--- config.mk ---
export PLATFORM = sky130hd
export DESIGN_NAME = qstat_irq_gen
export DESIGN_NICKNAME = d
export VERILOG_FILES = /design/src/rtl/qsig_pkg.sv /design/src/rtl/qsig_flags.sv /design/src/rtl/qsig_sticky.sv /design/src/rtl/qsig_irq.sv /design/src/rtl/qstat_irq_gen.sv
export SDC_FILE = /design/constraint.sdc
export NUM_CORES = 2
export LEC_CHECK = 0
export BUFFER_PORTS_ARGS = -buffer_cell sky130_fd_sc_hd__clkbuf_2
export CAP_MARGIN = 0
export CELL_PAD_IN_SITES_DETAIL_PLACEMENT = 1
export CELL_PAD_IN_SITES_GLOBAL_PLACEMENT = 2
export CORE_AREA = 2 2 396 398
export CTS_CLUSTER_SIZE = 12
export DETAILED_ROUTE_END_ITERATION = 8
export DIE_AREA = 0 0 398 400
export PLACE_DENSITY = 0.72
export SETUP_SLACK_MARGIN = 0.5
export SLEW_MARGIN = 20
export SYNTH_ARGS = -nofsm -noshare
export SYNTH_HDL_FRONTEND = slang
export SYNTH_SLANG_ARGS = --single-unit
--- constraint.sdc ---
create_clock -name clk -period 3.65 [get_ports clk]
set_input_delay 0.365 -clock clk [delete_from_list [all_inputs] [get_ports clk]]
set_output_delay 0.365 -clock clk [all_outputs]
set_load 0.005 [all_outputs]
--- src/rtl/qsig_pkg.sv ---
`timescale 1ns/1ps
package qsig_pkg;

    // Per-queue condition flags; packed so that empty lands on bit 0
    typedef struct packed {
        logic full;
        logic nfull;
        logic nempty;
        logic empty;
    } qflags_t;

    typedef enum logic [2:0] {
        SRC_EMPTY      = 3'd0,
        SRC_NEMPTY     = 3'd1,
        SRC_NFULL      = 3'd2,
        SRC_FULL       = 3'd3,
        SRC_NOT_EMPTY  = 3'd4,
        SRC_NOT_NEMPTY = 3'd5,
        SRC_NOT_NFULL  = 3'd6,
        SRC_NOT_FULL   = 3'd7
    } irq_src_e;

    localparam int WORD_W   = 32;
    localparam int FIELD_W  = 4;
    localparam int ERR_W    = 2;
    localparam int FIELDS_PER_WORD = WORD_W / FIELD_W;
    localparam int ERRS_PER_WORD   = WORD_W / ERR_W;

    // Logarithmic watermark decode: 0 -> 0, k -> 2^(k-1)
    function automatic logic [7:0] wm_thresh(input logic [2:0] code);
        logic [7:0] t;
        if (code == 3'd0) t = 8'd0;
        else              t = 8'd1 << (code - 3'd1);
        return t;
    endfunction

    // Pick one flag by the low two bits, invert when the top bit is set
    function automatic logic sel_cond(input qflags_t f, input logic [2:0] code);
        logic base;
        case (code[1:0])
            2'd0:    base = f.empty;
            2'd1:    base = f.nempty;
            2'd2:    base = f.nfull;
            default: base = f.full;
        endcase
        return code[2] ? ~base : base;
    endfunction

endpackage

--- src/rtl/qsig_flags.sv ---
`timescale 1ns/1ps
module qsig_flags
    import qsig_pkg::*;
#(
    parameter int CAP = 64,
    parameter int LW  = 7
) (
    input  logic [LW-1:0] fill,
    input  logic [2:0]    ne_code,
    input  logic [2:0]    nf_code,
    output qflags_t       flags
);
    logic [LW-1:0] free_lvl;
    logic [7:0]    thr_ne;
    logic [7:0]    thr_nf;

    always_comb begin
        free_lvl     = LW'(CAP) - fill;
        thr_ne       = wm_thresh(ne_code);
        thr_nf       = wm_thresh(nf_code);
        flags.empty  = (fill == '0);
        flags.full   = (fill == LW'(CAP));
        flags.nempty = (32'(fill) <= 32'(thr_ne));
        flags.nfull  = (32'(free_lvl) <= 32'(thr_nf));
    end
endmodule

--- src/rtl/qsig_sticky.sv ---
`timescale 1ns/1ps
module qsig_sticky #(
    parameter int N = 32
) (
    input  logic         clk,
    input  logic         rst,
    input  logic [N-1:0] set_evt,
    input  logic [N-1:0] clr,
    output logic [N-1:0] bits
);
    // a new event outranks a clear arriving on the same edge
    always_ff @(posedge clk) begin
        if (rst) bits <= '0;
        else     bits <= (bits & ~clr) | set_evt;
    end
endmodule

--- src/rtl/qsig_irq.sv ---
`timescale 1ns/1ps
module qsig_irq #(
    parameter int N = 64
) (
    input  logic         clk,
    input  logic         rst,
    input  logic [N-1:0] cond,
    input  logic [N-1:0] clr,
    output logic [N-1:0] stat
);
    logic [N-1:0] prev_q;
    logic [N-1:0] rise;

    assign rise = cond & ~prev_q;

    // prev starts high so a condition true at reset release is not an edge
    always_ff @(posedge clk) begin
        if (rst) begin
            prev_q <= '1;
            stat   <= '0;
        end else begin
            prev_q <= cond;
            stat   <= (stat & ~clr) | rise;
        end
    end
endmodule

--- src/rtl/qstat_irq_gen.sv ---
`timescale 1ns/1ps
module qstat_irq_gen
    import qsig_pkg::*;
#(
    parameter int NQ  = 64,
    parameter int CAP = 64,
    parameter int LW  = 7,
    parameter int AW  = 4
) (
    input  logic              clk,
    input  logic              rst,
    input  logic [NQ*LW-1:0]  fill_lvl,
    input  logic [NQ*3-1:0]   ne_wm,
    input  logic [NQ*3-1:0]   nf_wm,
    input  logic [NQ/2-1:0]   ovf_evt,
    input  logic [NQ/2-1:0]   unf_evt,
    input  logic              reg_we,
    input  logic [AW-1:0]     reg_addr,
    input  logic [31:0]       reg_wdata,
    output logic [31:0]       reg_rdata,
    output logic [NQ-1:0]     irq_out
);
    localparam int N_LO       = NQ / 2;
    localparam int N_HI       = NQ - N_LO;
    localparam int STAT_WORDS = N_LO / FIELDS_PER_WORD;
    localparam int ERR_WORDS  = N_LO / ERRS_PER_WORD;
    localparam int UP_WORDS   = N_HI / WORD_W;
    localparam int SRC_WORDS  = N_LO / FIELDS_PER_WORD;
    localparam int BIT_WORDS  = NQ / WORD_W;
    localparam int A_STAT     = 0;
    localparam int A_ERR      = A_STAT + STAT_WORDS;
    localparam int A_UPNE     = A_ERR + ERR_WORDS;
    localparam int A_UPF      = A_UPNE + UP_WORDS;
    localparam int A_SRC      = A_UPF + UP_WORDS;
    localparam int A_EN       = A_SRC + SRC_WORDS;
    localparam int A_IST      = A_EN + BIT_WORDS;

    qflags_t               qf [NQ];
    logic [NQ*FIELD_W-1:0] flags_flat;
    logic [N_LO*FIELD_W-1:0] stat_flat;
    logic [N_LO*ERR_W-1:0] err_flat;
    logic [N_LO*ERR_W-1:0] err_clr_flat;
    logic [N_HI-1:0]       upne_flat;
    logic [N_HI-1:0]       upf_flat;
    logic [N_LO*FIELD_W-1:0] src_flat;
    logic [2:0]            src_q [N_LO];
    logic [NQ-1:0]         en_q;
    logic [NQ-1:0]         ist_q;
    logic [NQ-1:0]         ist_clr;
    logic [NQ-1:0]         irq_cond;
    logic [N_LO-1:0]       unf_bits;
    logic [N_LO-1:0]       ovf_bits;
    logic [N_LO-1:0]       unf_clr;
    logic [N_LO-1:0]       ovf_clr;
    int                    widx;

    assign widx = int'(reg_addr);

    // ---------------- per-queue flag evaluation ----------------
    for (genvar q = 0; q < NQ; q++) begin : g_q
        qsig_flags #(.CAP(CAP), .LW(LW)) u_flags (
            .fill    (fill_lvl[q*LW +: LW]),
            .ne_code (ne_wm[q*3 +: 3]),
            .nf_code (nf_wm[q*3 +: 3]),
            .flags   (qf[q])
        );
        assign flags_flat[q*FIELD_W +: FIELD_W] = qf[q];

        if (q < N_LO) begin : g_lo
            assign stat_flat[q*FIELD_W +: FIELD_W] = qf[q];
            assign src_flat[q*FIELD_W +: FIELD_W]  = {1'b0, src_q[q]};
            assign irq_cond[q] = sel_cond(qf[q], src_q[q]);
            assign err_flat[q*ERR_W]     = unf_bits[q];
            assign err_flat[q*ERR_W + 1] = ovf_bits[q];
            assign unf_clr[q] = err_clr_flat[q*ERR_W];
            assign ovf_clr[q] = err_clr_flat[q*ERR_W + 1];
        end else begin : g_hi
            assign upne_flat[q-N_LO] = qf[q].nempty;
            assign upf_flat[q-N_LO]  = qf[q].full;
            assign irq_cond[q]       = qf[q].nempty;
        end
    end

    // ---------------- write-one-to-clear masks ----------------
    always_comb begin
        err_clr_flat = '0;
        ist_clr      = '0;
        for (int w = 0; w < ERR_WORDS; w++)
            if (reg_we && widx == A_ERR + w)
                err_clr_flat[w*WORD_W +: WORD_W] = reg_wdata;
        for (int w = 0; w < BIT_WORDS; w++)
            if (reg_we && widx == A_IST + w)
                ist_clr[w*WORD_W +: WORD_W] = reg_wdata;
    end

    qsig_sticky #(.N(N_LO)) u_unf (
        .clk (clk), .rst (rst), .set_evt (unf_evt), .clr (unf_clr), .bits (unf_bits)
    );
    qsig_sticky #(.N(N_LO)) u_ovf (
        .clk (clk), .rst (rst), .set_evt (ovf_evt), .clr (ovf_clr), .bits (ovf_bits)
    );

    qsig_irq #(.N(NQ)) u_irq (
        .clk (clk), .rst (rst), .cond (irq_cond), .clr (ist_clr), .stat (ist_q)
    );

    // ---------------- writable configuration ----------------
    always_ff @(posedge clk) begin
        if (rst) begin
            for (int q = 0; q < N_LO; q++) src_q[q] <= SRC_EMPTY;
            en_q <= '0;
        end else if (reg_we) begin
            for (int w = 0; w < SRC_WORDS; w++)
                if (widx == A_SRC + w)
                    for (int k = 0; k < FIELDS_PER_WORD; k++)
                        src_q[w*FIELDS_PER_WORD + k] <= reg_wdata[k*FIELD_W +: 3];
            for (int w = 0; w < BIT_WORDS; w++)
                if (widx == A_EN + w)
                    en_q[w*WORD_W +: WORD_W] <= reg_wdata;
        end
    end

    // ---------------- read mux ----------------
    always_comb begin
        reg_rdata = '0;
        if (widx < A_ERR)
            reg_rdata = stat_flat[(widx - A_STAT)*WORD_W +: WORD_W];
        else if (widx < A_UPNE)
            reg_rdata = err_flat[(widx - A_ERR)*WORD_W +: WORD_W];
        else if (widx < A_UPF)
            reg_rdata = upne_flat[(widx - A_UPNE)*WORD_W +: WORD_W];
        else if (widx < A_SRC)
            reg_rdata = upf_flat[(widx - A_UPF)*WORD_W +: WORD_W];
        else if (widx < A_EN)
            reg_rdata = src_flat[(widx - A_SRC)*WORD_W +: WORD_W];
        else if (widx < A_IST)
            reg_rdata = en_q[(widx - A_EN)*WORD_W +: WORD_W];
        else if (widx < A_IST + BIT_WORDS)
            reg_rdata = ist_q[(widx - A_IST)*WORD_W +: WORD_W];
    end

    assign irq_out = ist_q & en_q;

endmodule

After elaboration in Yosys (flattened, before gate mapping) --
Memory sizes are Yosys's and may differ from the RTL's. Cells that the tools add are included.
Word-level totals: register bits 256, output and inout port bits 96, memories 1, logic and storage cells 948, memory bits (writable) 96, input bits 935
Memories:
- src_q | words 32, width 3, rd ports 32, clocked after Yosys merged registers in 0, write ports 32, RTL line qstat_irq_gen.sv:46 | logic [2:0] src_q [N_LO];
Cells by class: reduce and logical (&&, ||, !) cells 166, eq/ne operators 138, multiplexer cells 221, bitwise logic cells 76, $lt $le $gt $ge 103, $add $sub $neg 134, shift operators 103
Operators by type and width (number):
- <= comparator 7 x 8 -> 1 bit | 96
- 2-to-1 mux 8 bit | 96
- left shift 1 x 3 -> 8 bit, first input constant | 96
- equality test 7 bit, second input constant | 64
- 2-to-1 mux 32 bit | 11
- zero test 3 bit | 96
- subtractor 3 x 1 -> 3 bit, second input constant | 96
- indexed part select 128 x 10 -> 32 bit | 2
- zero test 7 bit | 32
- subtractor 7 bit, first input constant | 32
- AND 64 bit | 3
- indexed part select 64 x 10 -> 32 bit | 3
- inverter 64 bit | 2
- 2-to-1 mux 3 bit | 32
- case mux 1 bit (3 select lines) | 32
- AND 32 bit | 2
- equality test 2 x 1 -> 1 bit, second input constant | 32
- equality test 2 bit, second input constant | 32
- zero test 2 bit | 32
- inverter 32 bit | 2
- OR 32 bit | 2
- OR 64 bit | 1
- indexed part select 32 x 10 -> 32 bit | 2
- 2-to-1 mux 1 bit | 50
- other kinds (13) | 93

Depth between registers and ports, before layout --
depth in word-level cells 9, gate-level depth with buffers 14, depth with buffers taken out 14

Modules after synthesis --
A second synthesis with hierarchy kept.
Unflattened totals: cell total of the unflattened synthesis 6191, area total of the unflattened synthesis 51648.3 um^2
Modules (own cells, without submodules):
- qsig_flags at g_q[32].u_flags ... | sequential area each 0.0 um^2, area an instance 513.0 um^2, cells each 68, times used 34
- qsig_flags at g_q[0].u_flags ... | sequential area each 0.0 um^2, area an instance 516.7 um^2, cells each 68, times used 29
- qstat_irq_gen | sequential area each 4164.0 um^2, area an instance 12195.4 um^2, cells each 1180, times used 1
- qsig_irq | sequential area each 2562.5 um^2, area an instance 4197.8 um^2, cells each 398, times used 1
- qsig_sticky | sequential area each 640.6 um^2, area an instance 1154.9 um^2, cells each 131, times used 2
- qsig_flags at g_q[31].u_flags | sequential area each 0.0 um^2, area an instance 518.0 um^2, cells each 67, times used 1

Worst setup path after synthesis --
OpenSTA, ideal clock, no wires.
path kind input to output, start input port fill_lvl[70], end output port reg_rdata[10], path buffers 0, data arrival time 2.761 ns, stages 10, path slack 0.524 ns, data required time 3.285 ns, cell sequence inv_1 ha_1 or3b_2 or3_1 xnor2_1 ha_1 a21oi_1 a21oi_1 and2_1 a2111oi_0
On the way: cells in the longest elaborated chain, start to end 4
RTL lines:
- start: declaration | RTL line qstat_irq_gen.sv:12 | input logic [NQ*LW-1:0] fill_lvl,
- subtractor 7 bit | RTL line qsig_flags.sv:18 | free_lvl = LW'(CAP) - fill;
- <= comparator 7 x 8 -> 1 bit | RTL line qsig_flags.sv:24 | flags.nfull = (32'(free_lvl) <= 32'(thr_nf));
- indexed part select 128 x 10 -> 32 bit | RTL line qstat_irq_gen.sv:127 | reg_rdata = stat_flat[(widx - A_STAT)*WORD_W +: WORD_W];
- 2-to-1 mux 32 bit | RTL line qstat_irq_gen.sv:126 | if (widx < A_ERR)
- end: declaration | RTL line qstat_irq_gen.sv:20 | output logic [31:0] reg_rdata,
Every way passes these cells.

Final worst setup path --
start input port fill_lvl[211], end output port reg_rdata[26]
Same word-level chain as after synthesis.

==> flow_summary_export.csv <==
group,metric,value,unit
final_layout,final_area,53400,sq um
worst_setup_path,cp-end-kind,"primary output",
global_route,vias_in_the_first_global_route,45700,
clocking,cts.path.max_buffers,3,
sta,setup_violations,0,
route,routed-via-count,44500,
min_path,hold_path_class,"in2reg",
worst_setup_path,worstPathRequired,3.28,ns
synthesis,syn-instance-count,5160,
sta,tightestPinTransition,0.979,ns
synthesis,yosys_warnings,0,
worst_setup_path,timing.critical_path.arrival,2.95,ns
placed_design,placed_cell_area,49300,sq um
route,ant_nets,0,
die,fp.dieH,400,um
final_layout,number_of_non_filler_instances_in_the_completed_layout,8406,
outcome,status,"finished, final reports clean",
global_route,gr-total-overflow,0,
final_layout,drive_above_1_share,0.250,
final_layout,multi_input_area,33200,sq um
clocking,worstSkewPairLatency,0.61,ns
power,vdd.ir_drop.worst,0.304,mV
power,power_switching,5.18,mW
global_route,grt_pass1_wl,297000,um
synthesis,mappedNetlistNets,6804,
global_route,grt_start_max_net_pins,104,
final_layout,n_fill_cell,18800,
die,placeable_core_region,155000,sq um
sta,period_minus_slack,3.32,ns
clocking,clock_sinks,352,
die,count_of_boundary_i_o_pins,1031,
power,pwr-share-clk,0.327,
synthesis,asyncSetResetFlopFracSynth,0,
clocking,path_clk_slew,0.06,ns
power,pwr_density_cell,272,nW/um^2
route,wl_per_cell,24.6,um
die,design.die.area,159000,sq um
sta,final-hold-violation-count,0,
global_route,initial_antenna_violation_count,53,
synthesis,synth-main-ff-cell,"sky130_fd_sc_hd__dfxtp_1",
power,seq_power_share,0.312,
route,drtPass1Iterations,7,
sta,timing.max_slew.rel_slack,0.342,
placed_design,place.detailed.instances,8171,
final_layout,num-nets-final,7928,
synthesis,synth_sequential_area_ratio,0.194,
sta,unrepaired_setup_endpoints_after_global_routing,"true",
synthesis,number_of_flops_mapped_to_enable_cells_by_yosys,96,
clocking,htree_levels,2,
power,internal_power,9.33,mW
final_layout,finalCoreUtilization,0.344,
placed_design,gp_congestion,0.886,
clocking,cts-root-buf,"sky130_fd_sc_hd__clkbuf_16",
placed_design,place.port_buffers,934,
clocking,clock_tree_from_tritoncts,"built",
run,max_cap_violations,0,
route,postRouteWirelength,207000,um
final_layout,synthToLayoutAreaGrowth,29.4,%
synthesis,synth-seq-cells,352,
die,placementRows,145,
final_layout,seqCellArea,8010,sq um
worst_setup_path,cp_max_fo,3,
sta,fin_crit_sh,0.909,
sta,max_freq,0.301,GHz
power,p_leak,22.3,nW
die,initial_core_util,0.266,
placed_design,dpl_hpwl,171000,um
route,iter_0_drt_violations,2184,
synthesis,post_synth_num_cell_types,78,
sta,maxSlewViolCount,0,
power,switching_share,0.357,
route,route.detailed.drc,0,
route,post_drt_via_cell_ratio,5.30,
sta,fin_skew,0.0340,ns
synthesis,area_of_the_mapped_netlist,41300,sq um
global_route,grtUsageTotal,0.248,
die,chip_width,398,um
clocking,cts_buffers,44,
synthesis,synth.top_cell.area_share,0.215,
synthesis,top_post_synthesis_cells_by_area,"sky130_fd_sc_hd__ha_1 (21%), sky130_fd_sc_hd__dfxtp_1 (12%), sky130_fd_sc_hd__edfxtp_1 (7.0%)",
worst_setup_path,timing_worst_setup_path_type,"in2out",
power,combPwrFrac,0.361,
synthesis,postSynthAreaPerCell,8.00,sq um
synthesis,synth_top_cell_by_area,"sky130_fd_sc_hd__ha_1",
worst_setup_path,crit_path_start_kind,"input port",
-- final timing paths --
check	from	end	slack [ns]	depth (start not counted)
hold / removal	unf_evt[28]	u_unf.bits[28]$_SDFF_PP0_	0.02	3
hold reg to reg	u_irq.prev_q[4]$_SDFF_PP1_	u_irq.stat[4]$_SDFF_PP0_	0.40	1
setup reg to reg	src_q[0][28]$_SDFFCE_PN0P_	u_irq.stat[9]$_SDFF_PP0_	1.60	4
setup / recovery	fill_lvl[211]	reg_rdata[26]	0.33	15
-- worst max-delay path: stages --
cell and delay (ns):
sky130_fd_sc_hd__buf_8 0.10, sky130_fd_sc_hd__inv_4 0.05, sky130_fd_sc_hd__ha_4 0.12, sky130_fd_sc_hd__or3b_4 0.37, sky130_fd_sc_hd__or3_4 0.37, sky130_fd_sc_hd__xnor2_4 0.20, sky130_fd_sc_hd__ha_4 0.24, sky130_fd_sc_hd__a21oi_2 0.12
sky130_fd_sc_hd__nand2_1 0.07, sky130_fd_sc_hd__a211oi_2 0.27, sky130_fd_sc_hd__nor3_2 0.08, sky130_fd_sc_hd__nor3_2 0.19, sky130_fd_sc_hd__buf_4 0.14, sky130_fd_sc_hd__and3_4 0.17, sky130_fd_sc_hd__buf_6 0.10
-- final cells by class --
class / count / share of cell area
Tap cell: 2058 / 0.0482
Sequential cell: 352 / 0.150
Inverter: 201 / 0.0150
Timing Repair Buffer: 1201 / 0.135
Antenna cell: 28 / 0.00131
Clock buffer: 57 / 0.0231
Clock inverter: 25 / 0.00574
Multi-Input combinational cell: 4484 / 0.621
-- flip-flops by register name, summed over array words and instances (netlist names) --
name	count
src_q	96
en_q	64
u_irq.prev_q	64
u_irq.stat	64
u_ovf.bits	32
u_unf.bits	32
-- cell usage after synthesis (8+ instances only) --
cell and instances:
sky130_fd_sc_hd__mux2i_1 116, sky130_fd_sc_hd__buf_2 17, sky130_fd_sc_hd__a21o_1 98, sky130_fd_sc_hd__o21bai_1 33, sky130_fd_sc_hd__o31ai_1 47, sky130_fd_sc_hd__nand3_1 277, sky130_fd_sc_hd__a31oi_1 23, sky130_fd_sc_hd__dfxtp_1 256
sky130_fd_sc_hd__a22oi_1 12, sky130_fd_sc_hd__o21ai_0 109, sky130_fd_sc_hd__o21a_1 77, sky130_fd_sc_hd__xor2_1 78, sky130_fd_sc_hd__o211ai_1 47, sky130_fd_sc_hd__o22a_1 8, sky130_fd_sc_hd__and3_1 27, sky130_fd_sc_hd__clkbuf_1 96
sky130_fd_sc_hd__and2_1 68, sky130_fd_sc_hd__o2111ai_1 11, sky130_fd_sc_hd__mux4_2 20, sky130_fd_sc_hd__nor3b_1 120, sky130_fd_sc_hd__or4_1 8, sky130_fd_sc_hd__nand2b_1 116, sky130_fd_sc_hd__nand4_1 89, sky130_fd_sc_hd__nand3b_1 326
sky130_fd_sc_hd__edfxtp_1 96, sky130_fd_sc_hd__a211o_1 20, sky130_fd_sc_hd__a2bb2oi_1 28, sky130_fd_sc_hd__nor4_1 42, sky130_fd_sc_hd__a21oi_1 420, sky130_fd_sc_hd__a211oi_1 24, sky130_fd_sc_hd__inv_1 200, sky130_fd_sc_hd__o221ai_1 17
sky130_fd_sc_hd__nor2_1 454, sky130_fd_sc_hd__o22ai_1 30, sky130_fd_sc_hd__ha_1 709, sky130_fd_sc_hd__xnor2_1 108, sky130_fd_sc_hd__or3b_2 131, sky130_fd_sc_hd__a21boi_0 8, sky130_fd_sc_hd__nor2b_1 63, sky130_fd_sc_hd__nand2_1 505
sky130_fd_sc_hd__nor3_1 116
-- stage by stage --
stage          worst slack (ns)  setup TNS, ns  total power, mW  hold WS [ns]
5_1_grt                   0.227              0             15.4        0.0161
2_1_floorplan             0.524              0             7.12         0.396
4_1_cts                   0.283              0             14.5       0.00769
6_report                  0.331              0             14.5        0.0237
3_5_place_dp            -0.0414        -0.0562             9.51         0.402
3_3_place_gp            -0.0288        -0.0549             9.36         0.397
-- timing repair --
item,CTS,global route
cloned,1,1
hold buffers,56,0
hold endpoints to repair,56,0
pin swaps,67,107
resized for setup,157,189
setup endpoints to repair,23,27
buffers inserted,38,29
-- cells in the final DEF (no fill, tap or decap), drive strengths merged, types with 68 or more instances in the layout --
| cell | n |
|---|---|
| a21o | 98 |
| a21oi | 420 |
| and2 | 68 |
| buf | 248 |
| clkbuf | 954 |
| dfxtp | 256 |
| edfxtp | 96 |
| ha | 709 |
| inv | 202 |
| mux2i | 116 |
| nand2 | 505 |
| nand2b | 116 |
| nand3 | 277 |
| nand3b | 326 |
| nand4 | 89 |
| nor2 | 454 |
| nor3 | 118 |
| nor3b | 120 |
| o21a | 77 |
| o21ai | 110 |
| or3b | 136 |
| xnor2 | 108 |
| xor2 | 78 |
-- power groups by stage --
stage / registers [mW] / clock network, mW / logic [mW]
after global placement: 4.60 / 0 / 4.76
after floorplan: 4.51 / 0 / 2.61
after global routing: 4.56 / 4.98 / 5.83
final: 4.53 / 4.74 / 5.24
after detailed placement: 4.61 / 0 / 4.90
after CTS: 4.52 / 4.82 / 5.14
-- cell families (layout without fill, tap and decap cells) --
| family | count (synthesis) | in the layout | share of synthesized area |
|---|---|---|---|
| mux | 142 | 142 | 0.0407 |
| xor+xnor | 186 | 186 | 0.0395 |
| simple gates | 2380 | 2380 | 0.315 |
| compound gates | 1067 | 1067 | 0.165 |
| other cells | 0 | 28 | 0 |
| flops | 352 | 352 | 0.194 |
| buf+inv | 324 | 1484 | 0.0306 |
| fa+ha+maj | 709 | 709 | 0.215 |
-- per-layer routing --
layer	vias up	GRT usage	wire length, um
met5	-	0	75
met4	12	0.0582	5300
met3	226	0.0385	10600
met2	1033	0.436	100000
met1	21900	0.317	90600
li1	21400	-	-
(Power assumes the default switching activity.)
